===== src/rtl/sclk_prescaler_pkg.sv =====
package sclk_prescaler_pkg;
  localparam int SEL_W       = 16;
  localparam int LO_W        = 3;
  localparam int UP_W        = 5;
  localparam int UP_LSB      = 8;
  localparam int CODE_MAX    = 4;   // largest plain power-of-two code
  localparam int CODE_BYPASS = 7;   // lower-field code for divide-by-1
  localparam int UP_MUL_CODE = 31;  // upper-field value selecting x32
  localparam int MUL_LOG2    = 5;   // log2 of the upper-field multiplier

  typedef struct packed {
    logic            bypass;
    logic [LO_W-1:0] shift;
    logic            mul_en;
  } sclk_cfg_t;
endpackage


===== src/rtl/sclk_sel_decode.sv =====
module sclk_sel_decode
  import sclk_prescaler_pkg::*;
(
  input  logic [SEL_W-1:0] sel,
  output sclk_cfg_t        cfg
);
  logic [LO_W-1:0] lo;
  logic [UP_W-1:0] up;

  assign lo = sel[LO_W-1:0];
  assign up = sel[UP_LSB +: UP_W];

  always_comb begin
    cfg.bypass = (lo == LO_W'(CODE_BYPASS));
    if (cfg.bypass)
      cfg.shift = '0;
    else if (lo > LO_W'(CODE_MAX))
      cfg.shift = LO_W'(CODE_MAX);
    else
      cfg.shift = lo;
    cfg.mul_en = !cfg.bypass && (up == UP_W'(UP_MUL_CODE));
  end
endmodule


===== src/rtl/sclk_pow2_stage.sv =====
module sclk_pow2_stage #(
  parameter int SHIFT_MAX = 4,
  parameter int SHIFT_W   = 3
) (
  input  logic               clk,
  input  logic               rst,
  input  logic               run,
  input  logic [SHIFT_W-1:0] shift,
  output logic               tick
);
  localparam int CW = (SHIFT_MAX > 0) ? SHIFT_MAX : 1;

  logic [CW-1:0] cnt;
  logic [CW-1:0] lim;

  assign lim  = ~({CW{1'b1}} << shift);
  assign tick = run && (cnt == lim);

  always_ff @(posedge clk) begin
    if (rst || !run)
      cnt <= '0;
    else if (tick)
      cnt <= '0;
    else
      cnt <= cnt + 1'b1;
  end

  // a stop clears the base counter
  p_base_restart_r7: assert property (@(posedge clk) disable iff (rst)
    !run |=> (cnt == '0));
endmodule


===== src/rtl/sclk_mul_stage.sv =====
module sclk_mul_stage #(
  parameter int MUL_LOG2 = 5
) (
  input  logic clk,
  input  logic rst,
  input  logic run,
  input  logic en,
  input  logic tick_in,
  output logic tick_out
);
  generate
    if (MUL_LOG2 > 0) begin : g_mul
      logic [MUL_LOG2-1:0] cnt;

      assign tick_out = tick_in && (!en || (&cnt));

      always_ff @(posedge clk) begin
        if (rst || !run)
          cnt <= '0;
        else if (tick_in && en)
          cnt <= cnt + 1'b1;
      end

      // a stop clears the multiplier counter
      p_mul_restart_r7: assert property (@(posedge clk) disable iff (rst)
        !run |=> (cnt == '0));
    end else begin : g_pass
      assign tick_out = tick_in;
    end
  endgenerate
endmodule


===== src/rtl/sclk_prescaler.sv =====
module sclk_prescaler
  import sclk_prescaler_pkg::*;
(
  input  logic             clk,
  input  logic             rst,
  input  logic             run,
  input  logic             cpol,
  input  logic [SEL_W-1:0] div_sel,
  output logic             sck,
  output logic             edge_stb,
  output logic             period_stb
);
  sclk_cfg_t cfg;
  logic      tick_a;
  logic      tick_b;

  sclk_sel_decode u_decode (
    .sel (div_sel),
    .cfg (cfg)
  );

  sclk_pow2_stage #(
    .SHIFT_MAX (CODE_MAX),
    .SHIFT_W   (LO_W)
  ) u_base (
    .clk   (clk),
    .rst   (rst),
    .run   (run),
    .shift (cfg.shift),
    .tick  (tick_a)
  );

  sclk_mul_stage #(
    .MUL_LOG2 (MUL_LOG2)
  ) u_mul (
    .clk      (clk),
    .rst      (rst),
    .run      (run),
    .en       (cfg.mul_en),
    .tick_in  (tick_a),
    .tick_out (tick_b)
  );

  always_ff @(posedge clk) begin
    if (rst) begin
      sck        <= 1'b0;
      edge_stb   <= 1'b0;
      period_stb <= 1'b0;
    end else begin
      edge_stb   <= tick_b;
      period_stb <= tick_b && (cfg.bypass || (sck != cpol));
      if (!run)
        sck <= cpol;
      else if (tick_b)
        sck <= ~sck;
    end
  end

  // stopped output rests at the idle level with quiet strobes
  p_idle_level_r7: assert property (@(posedge clk) disable iff (rst)
    !run |=> (sck == $past(cpol)) && !edge_stb && !period_stb);

  // every marked edge is a real change of sck
  p_edge_toggles_r8: assert property (@(posedge clk) disable iff (rst)
    (!$past(rst) && edge_stb) |-> (sck != $past(sck)));

  // no change of sck while running without a marked edge
  p_hold_between_r8: assert property (@(posedge clk) disable iff (rst)
    (!$past(rst) && $past(run) && !edge_stb) |-> $stable(sck));

  // period strobe only together with an edge
  p_period_on_edge_r9: assert property (@(posedge clk) disable iff (rst)
    period_stb |-> edge_stb);

  // outside bypass the period strobe lands on the idle level
  p_period_idle_r9: assert property (@(posedge clk) disable iff (rst)
    (!$past(rst) && period_stb && !$past(cfg.bypass)) |-> (sck == $past(cpol)));
endmodule


===== config.mk =====
export PLATFORM = sky130hd
export DESIGN_NAME = sclk_prescaler
export DESIGN_NICKNAME = d
export VERILOG_FILES = /design/src/rtl/sclk_prescaler_pkg.sv /design/src/rtl/sclk_sel_decode.sv /design/src/rtl/sclk_pow2_stage.sv /design/src/rtl/sclk_mul_stage.sv /design/src/rtl/sclk_prescaler.sv
export SDC_FILE = /design/constraint.sdc
export NUM_CORES = 1
export LEC_CHECK = 0
export ABC_AREA = 1
export BUFFER_PORTS_ARGS = -buffer_cell sky130_fd_sc_hd__buf_2
export CORE_MARGIN = 5
export CORE_UTILIZATION = 25
export CTS_CLUSTER_DIAMETER = 150
export DETAILED_ROUTE_END_ITERATION = 8
export HOLD_SLACK_MARGIN = 0.12
export SLEW_MARGIN = 20
export SYNTH_ARGS = -nofsm -noshare
export SYNTH_HDL_FRONTEND = slang
export SYNTH_SLANG_ARGS = --single-unit

===== constraint.sdc =====
create_clock -name clk -period 1.75 [get_ports clk]
set_input_delay 0.35 -clock clk [delete_from_list [all_inputs] [get_ports clk]]
set_output_delay 0.35 -clock clk [all_outputs]
set_load 0.02 [all_outputs]

Word level (Yosys, flattened, before mapping)

Index checks and enable logic that the tools add are counted.

Add/sub/neg operators: 2
Eq/ne operators: 5
Order comparisons: 1
Bitwise operators: 2
Reductions and logical operators: 13
Shifts and indexed selects: 1
Muxes and demuxes: 4

Operators with widths:

| operator                                                          | number |
|---|---|
| 3-bit two-way mux                                                 | 2 |
| 5-bit by 1-bit adder with 5-bit output, second input constant     | 1 |
| 5-bit == test, second input constant                              | 1 |
| 1-bit logical AND                                                 | 5 |
| 5-bit AND reduction                                               | 1 |
| 4-bit by 1-bit adder with 4-bit output, second input constant     | 1 |
| 4-bit == test                                                     | 1 |
| 4-bit NOT                                                         | 1 |
| 4-bit by 3-bit << shifter with 4-bit output, first input constant | 1 |
| 3-bit == test, second input constant                              | 1 |
| 3-bit greater-than comparator, second input constant              | 1 |
| 1-bit logical NOT                                                 | 3 |
| 1-bit logical OR                                                  | 3 |
| 1-bit two-way mux                                                 | 2 |
| 2-bit by 1-bit != test with 1-bit output, second input constant   | 1 |
| 2-bit OR reduction                                                | 1 |
| 1-bit != test                                                     | 1 |
| 1-bit NOT                                                         | 1 |

Input bits: 20
Logic and storage cells: 33
Register bits: 12
Output and inout port bits: 3

Logic depth before layout (Yosys ltp)

Word-level depth: 10
Depth in mapped cells: 11
Gate-level depth less buffers: 10

Cells and area by module

From an unflattened synthesis, not the netlist that was laid out.

Cells, all modules: 108
Area total of the unflattened synthesis: 719.4 µm²

Modules (own cells, without submodules):

| module          | sequential area each (µm²) | area an instance (µm²) | cells each | instances |
|---|---|---|---|---|
| sclk_mul_stage  | 100.1                      | 265.3                  | 37         | 1 |
| sclk_pow2_stage | 80.1                       | 260.2                  | 38         | 1 |
| sclk_prescaler  | 60.1                       | 133.9                  | 18         | 1 |
| sclk_sel_decode | 0.0                        | 60.1                   | 15         | 1 |

Worst setup path after synthesis

OpenSTA, ideal clock, no wires.

Path type: register to register
Start: reg u_mul.g_mul.cnt[0]
End: reg sck
Buffers on the path: 0
Period minus slack after synthesis: 1333 ps
Setup time: 70 ps
Data arrival time: 1264 ps
Cell stages (with the launch flop): 11
Data required time: 1680 ps
Slack: 417 ps
Cells stage by stage: dfxtp_1 > ha_1 > nand2_1 > nor2_1 > ha_1 > inv_1 > nand4_1 > nand4_1 > nand2_1 > nand2_1 > a21oi_1

Longest elaborated chain between the ends: 4

RTL lines:

| item                                                      | RTL line             | source |
|---|---|---|
| from (decl)                                               | sclk_mul_stage.sv:13 | `logic [MUL_LOG2-1:0] cnt;` |
| from (signal assigned)                                    | sclk_mul_stage.sv:21 | `cnt <= cnt + 1'b1;` |
| 5-bit AND reduction                                       | sclk_mul_stage.sv:15 | `assign tick_out = tick_in && (!en \|\| (&cnt));` |
| 1-bit logical OR                                          | sclk_mul_stage.sv:15 |  |
| 1-bit logical AND                                         | sclk_mul_stage.sv:15 |  |
| 2-bit by 1-bit != test with 1-bit output (no source line) | n/a                  |  |
| to (signal assigned)                                      | sclk_prescaler.sv:53 | `sck <= cpol;` |
| to (signal assigned)                                      | sclk_prescaler.sv:55 | `sck <= ~sck;` |
| to (decl)                                                 | sclk_prescaler.sv:9  | `output logic sck,` |

No other way between the ends.
A chain may end at the register's enable or synchronous reset.

Final worst setup path

Same ends and word-level chain as after synthesis.

==> out/results.txt <==
Worst-Skew Late Latency - 0.27 ns
Worst Setup Start Kind - flop
Setup violators final - 0
Share of layout cells above drive strength 1 - 25.2%
Buffers added on ports - 14
Commonest cells post-synth - 19 x nand2_1, 12 x dfxtp_1, 10 x inv_1
Final Instance Count excl. Fillers - 146
CTS root buf - clkbuf_4
First-pass GRT wire length - 2.48 mm
CP endpoint kind - flop
# diodes - 0
RSZ-0062 raised after global routing - false
Starting Density - 26.1%
# IOs - 23
Initial antenna violation count - 0
Worst r2r src - u_mul.g_mul.cnt[0]
CTS tree - done
Clock Path Buffers - 2
Max-slew violations - 0
Tcrit/Tclk final - 87.5%
Min Clock Period, post-route - 1.53 ns
Final net count - 139
RePlAce Congestion - 0.823
CTS Hold Bufs - 0
Router iterations before antenna repair - 3
Total power - 0.000584 W
Post-synth top area share - 33.7%
Max VDD drop - 376 uV
Via count - 674
Fmax - 653 MHz
Initial DRC Count - 2
Area growth syn-to-layout - 18.2%
Hold Fails Final Rpt - 0
CTS Sinks - 12
Synth Register Bits - 12
Most frequent cell after synthesis - nand2_1
Total negative setup slack - 0 ns
Clock skew - 0.00241 ns
Status - finished clean
Synthesized area per cell - 7.20 um2
Slew headroom - 83.4%
Hold Path Sink - edge_stb
Synth area leader - dfxtp_1
Critical path peak fanout - 4
Worst Reg-to-Reg Cells - 10
Total Routed Length - 1.41 mm
EDFF count, synth - 0
Synth cell types - 23
Flop2flop setup slack - 0.22 ns
Ys Warns - 0
Worst Tran Pin Value - 0.249 ns
Hold path depth - 2
Die area - 4020 um2
Drt drc - 0
Post-CTS setup buffer count - 0
Post-cts resize count - 0
Worst Hold Class - primary input to flop
Post-DRT Antenna Nets - 0
Post-DP HPWL - 1.15 mm
RR Endpoint - sck
Cells after Synth - 99
Die height - 63.4 um
Final hold slack - 0.277 ns
Congestion Overflow GR - 0
Synth Flop Type - dfxtp_1
Vias in the first global route - 610
Min-delay src - rst
Sequential area share after synthesis - 33.7%
Largest cells by area after synthesis - dfxtp_1 34%, nand2_1 10%, nand4_1 7.0%, nand2_2 6.1%, nand3_1 5.6%
H-tree levels - 1
Worst Path Arrival - 1.74 ns
Async SR Flop Fraction - 0%
DR vias/cell - 4.62
CORE AREA - 2730 um2
Setup CP Type - flop to flop
Placed cell count - 142
Die X - 63.4 um
Placement row count - 19
Power Density - 693 nW/um2
Total GRT Usage - 7.74%
Post-Syn Nets - 122
Drt wl/cell - 9.68 um
Leakage - 0.370 nW
Clock transition at path regs - 0.07 ns
Post-Syn Area - 713 um2
Largest net degree at the start of global routing - 9
Max-cap violations - 0
TritonCTS Buffers - 3
WP data required - 1.95 ns
## state kept, by name, indices dropped and copies added (netlist names)
signal           count
period_stb           1
sck                  1
u_base.cnt           4
u_mul.g_mul.cnt      5
edge_stb             1
## worst max path at each step
stage | to | slack, ns | startpoint | cells past startpoint
floorplan | sck | 0.42 | u_mul.g_mul.cnt[0] | 10
global placement | u_base.cnt[3] | 0.21 | div_sel[1] | 10
detailed placement | sck | 0.21 | u_mul.g_mul.cnt[0] | 10
CTS | sck | 0.19 | u_mul.g_mul.cnt[0] | 10
global route | sck | 0.03 | u_mul.g_mul.cnt[0] | 10
finish | sck | 0.22 | u_mul.g_mul.cnt[0] | 10
## worst max-delay path, stage by stage, from the launching register on
cell and delay [ns]:
dfxtp_1 0.37, ha_1 0.20, nand2_1 0.07, nor2_1 0.09, ha_1 0.14, inv_1 0.03
nand4_1 0.09, nand4_1 0.18, nand2_1 0.11, nand2_1 0.05, a21oi_1 0.13
## where the power goes
group | internal, W | switching, W | total, W
clock | 0.000126 | 0.0000927 | 0.000219
sequential | 0.000278 | 0.00000492 | 0.000283
combinational | 0.0000317 | 0.0000507 | 0.0000825
## cells by family (layout without fill, tap and decap cells)
| kind of cell | after synthesis | in the layout | share of synthesized area [%] |
|---|---|---|---|
| buffers and inverters | 13 | 29 | 7.89 |
| and+or+nand+nor | 58 | 58 | 41.6 |
| adders and majority gates | 3 | 3 | 5.26 |
| DFF | 12 | 12 | 33.7 |
| AOI/OAI and AO/OA | 9 | 9 | 6.67 |
| xor gates and xnor gates | 4 | 4 | 4.91 |
## per-layer routing
layer  vias to the layer above  track usage (%)  part of all wire (%)
li1                        357                -                     -
met1                       300             9.35                    45
met2                        15             11.2                    45
met3                         2             4.44                   8.7
met4                         0             3.12                   1.4
met5                         -                0                     0
## placed cells by master (no fill, tap or decap)
cell type  instances
nand2_1           19
buf_2             14
dfxtp_1           12
inv_1             10
nor2_1             8
nand3_1            8
nand4_1            8
nand2_2            7
a21oi_1            6
xor2_1             3
ha_1               3
clkbuf_4           3
o21ai_0            2
nand3b_1           2
or2_2              1
a21boi_0           1
nand2_4            1
inv_2              1
nor2_4             1
nor3_1             1
and2_1             1
and3_1             1
xnor2_1            1
clkbuf_8           1
## layout make-up
| type | instances | area [um2] |
|---|---|---|
| Sequential cell | 12 | 240 |
| Inverter | 11 | 41.3 |
| Tap cell | 31 | 38.8 |
| Fill cell | 295 | 1890 |
| Multi-Input combinational cell | 74 | 417 |
| Timing Repair Buffer | 14 | 70.1 |
| Clock buffer | 4 | 36.3 |
## through the flow
stage / utilization [%] / worst slack [ns] / cell area [um2]
global placement: 29.5 / 0.213 / 807
finish: 30.8 / 0.218 / 843
detailed placement: 29.5 / 0.215 / 807
CTS: 30.8 / 0.190 / 843
global route: 30.8 / 0.0339 / 843
floorplan: - / 0.417 / 713
Power figures use the tool's default switching activity.
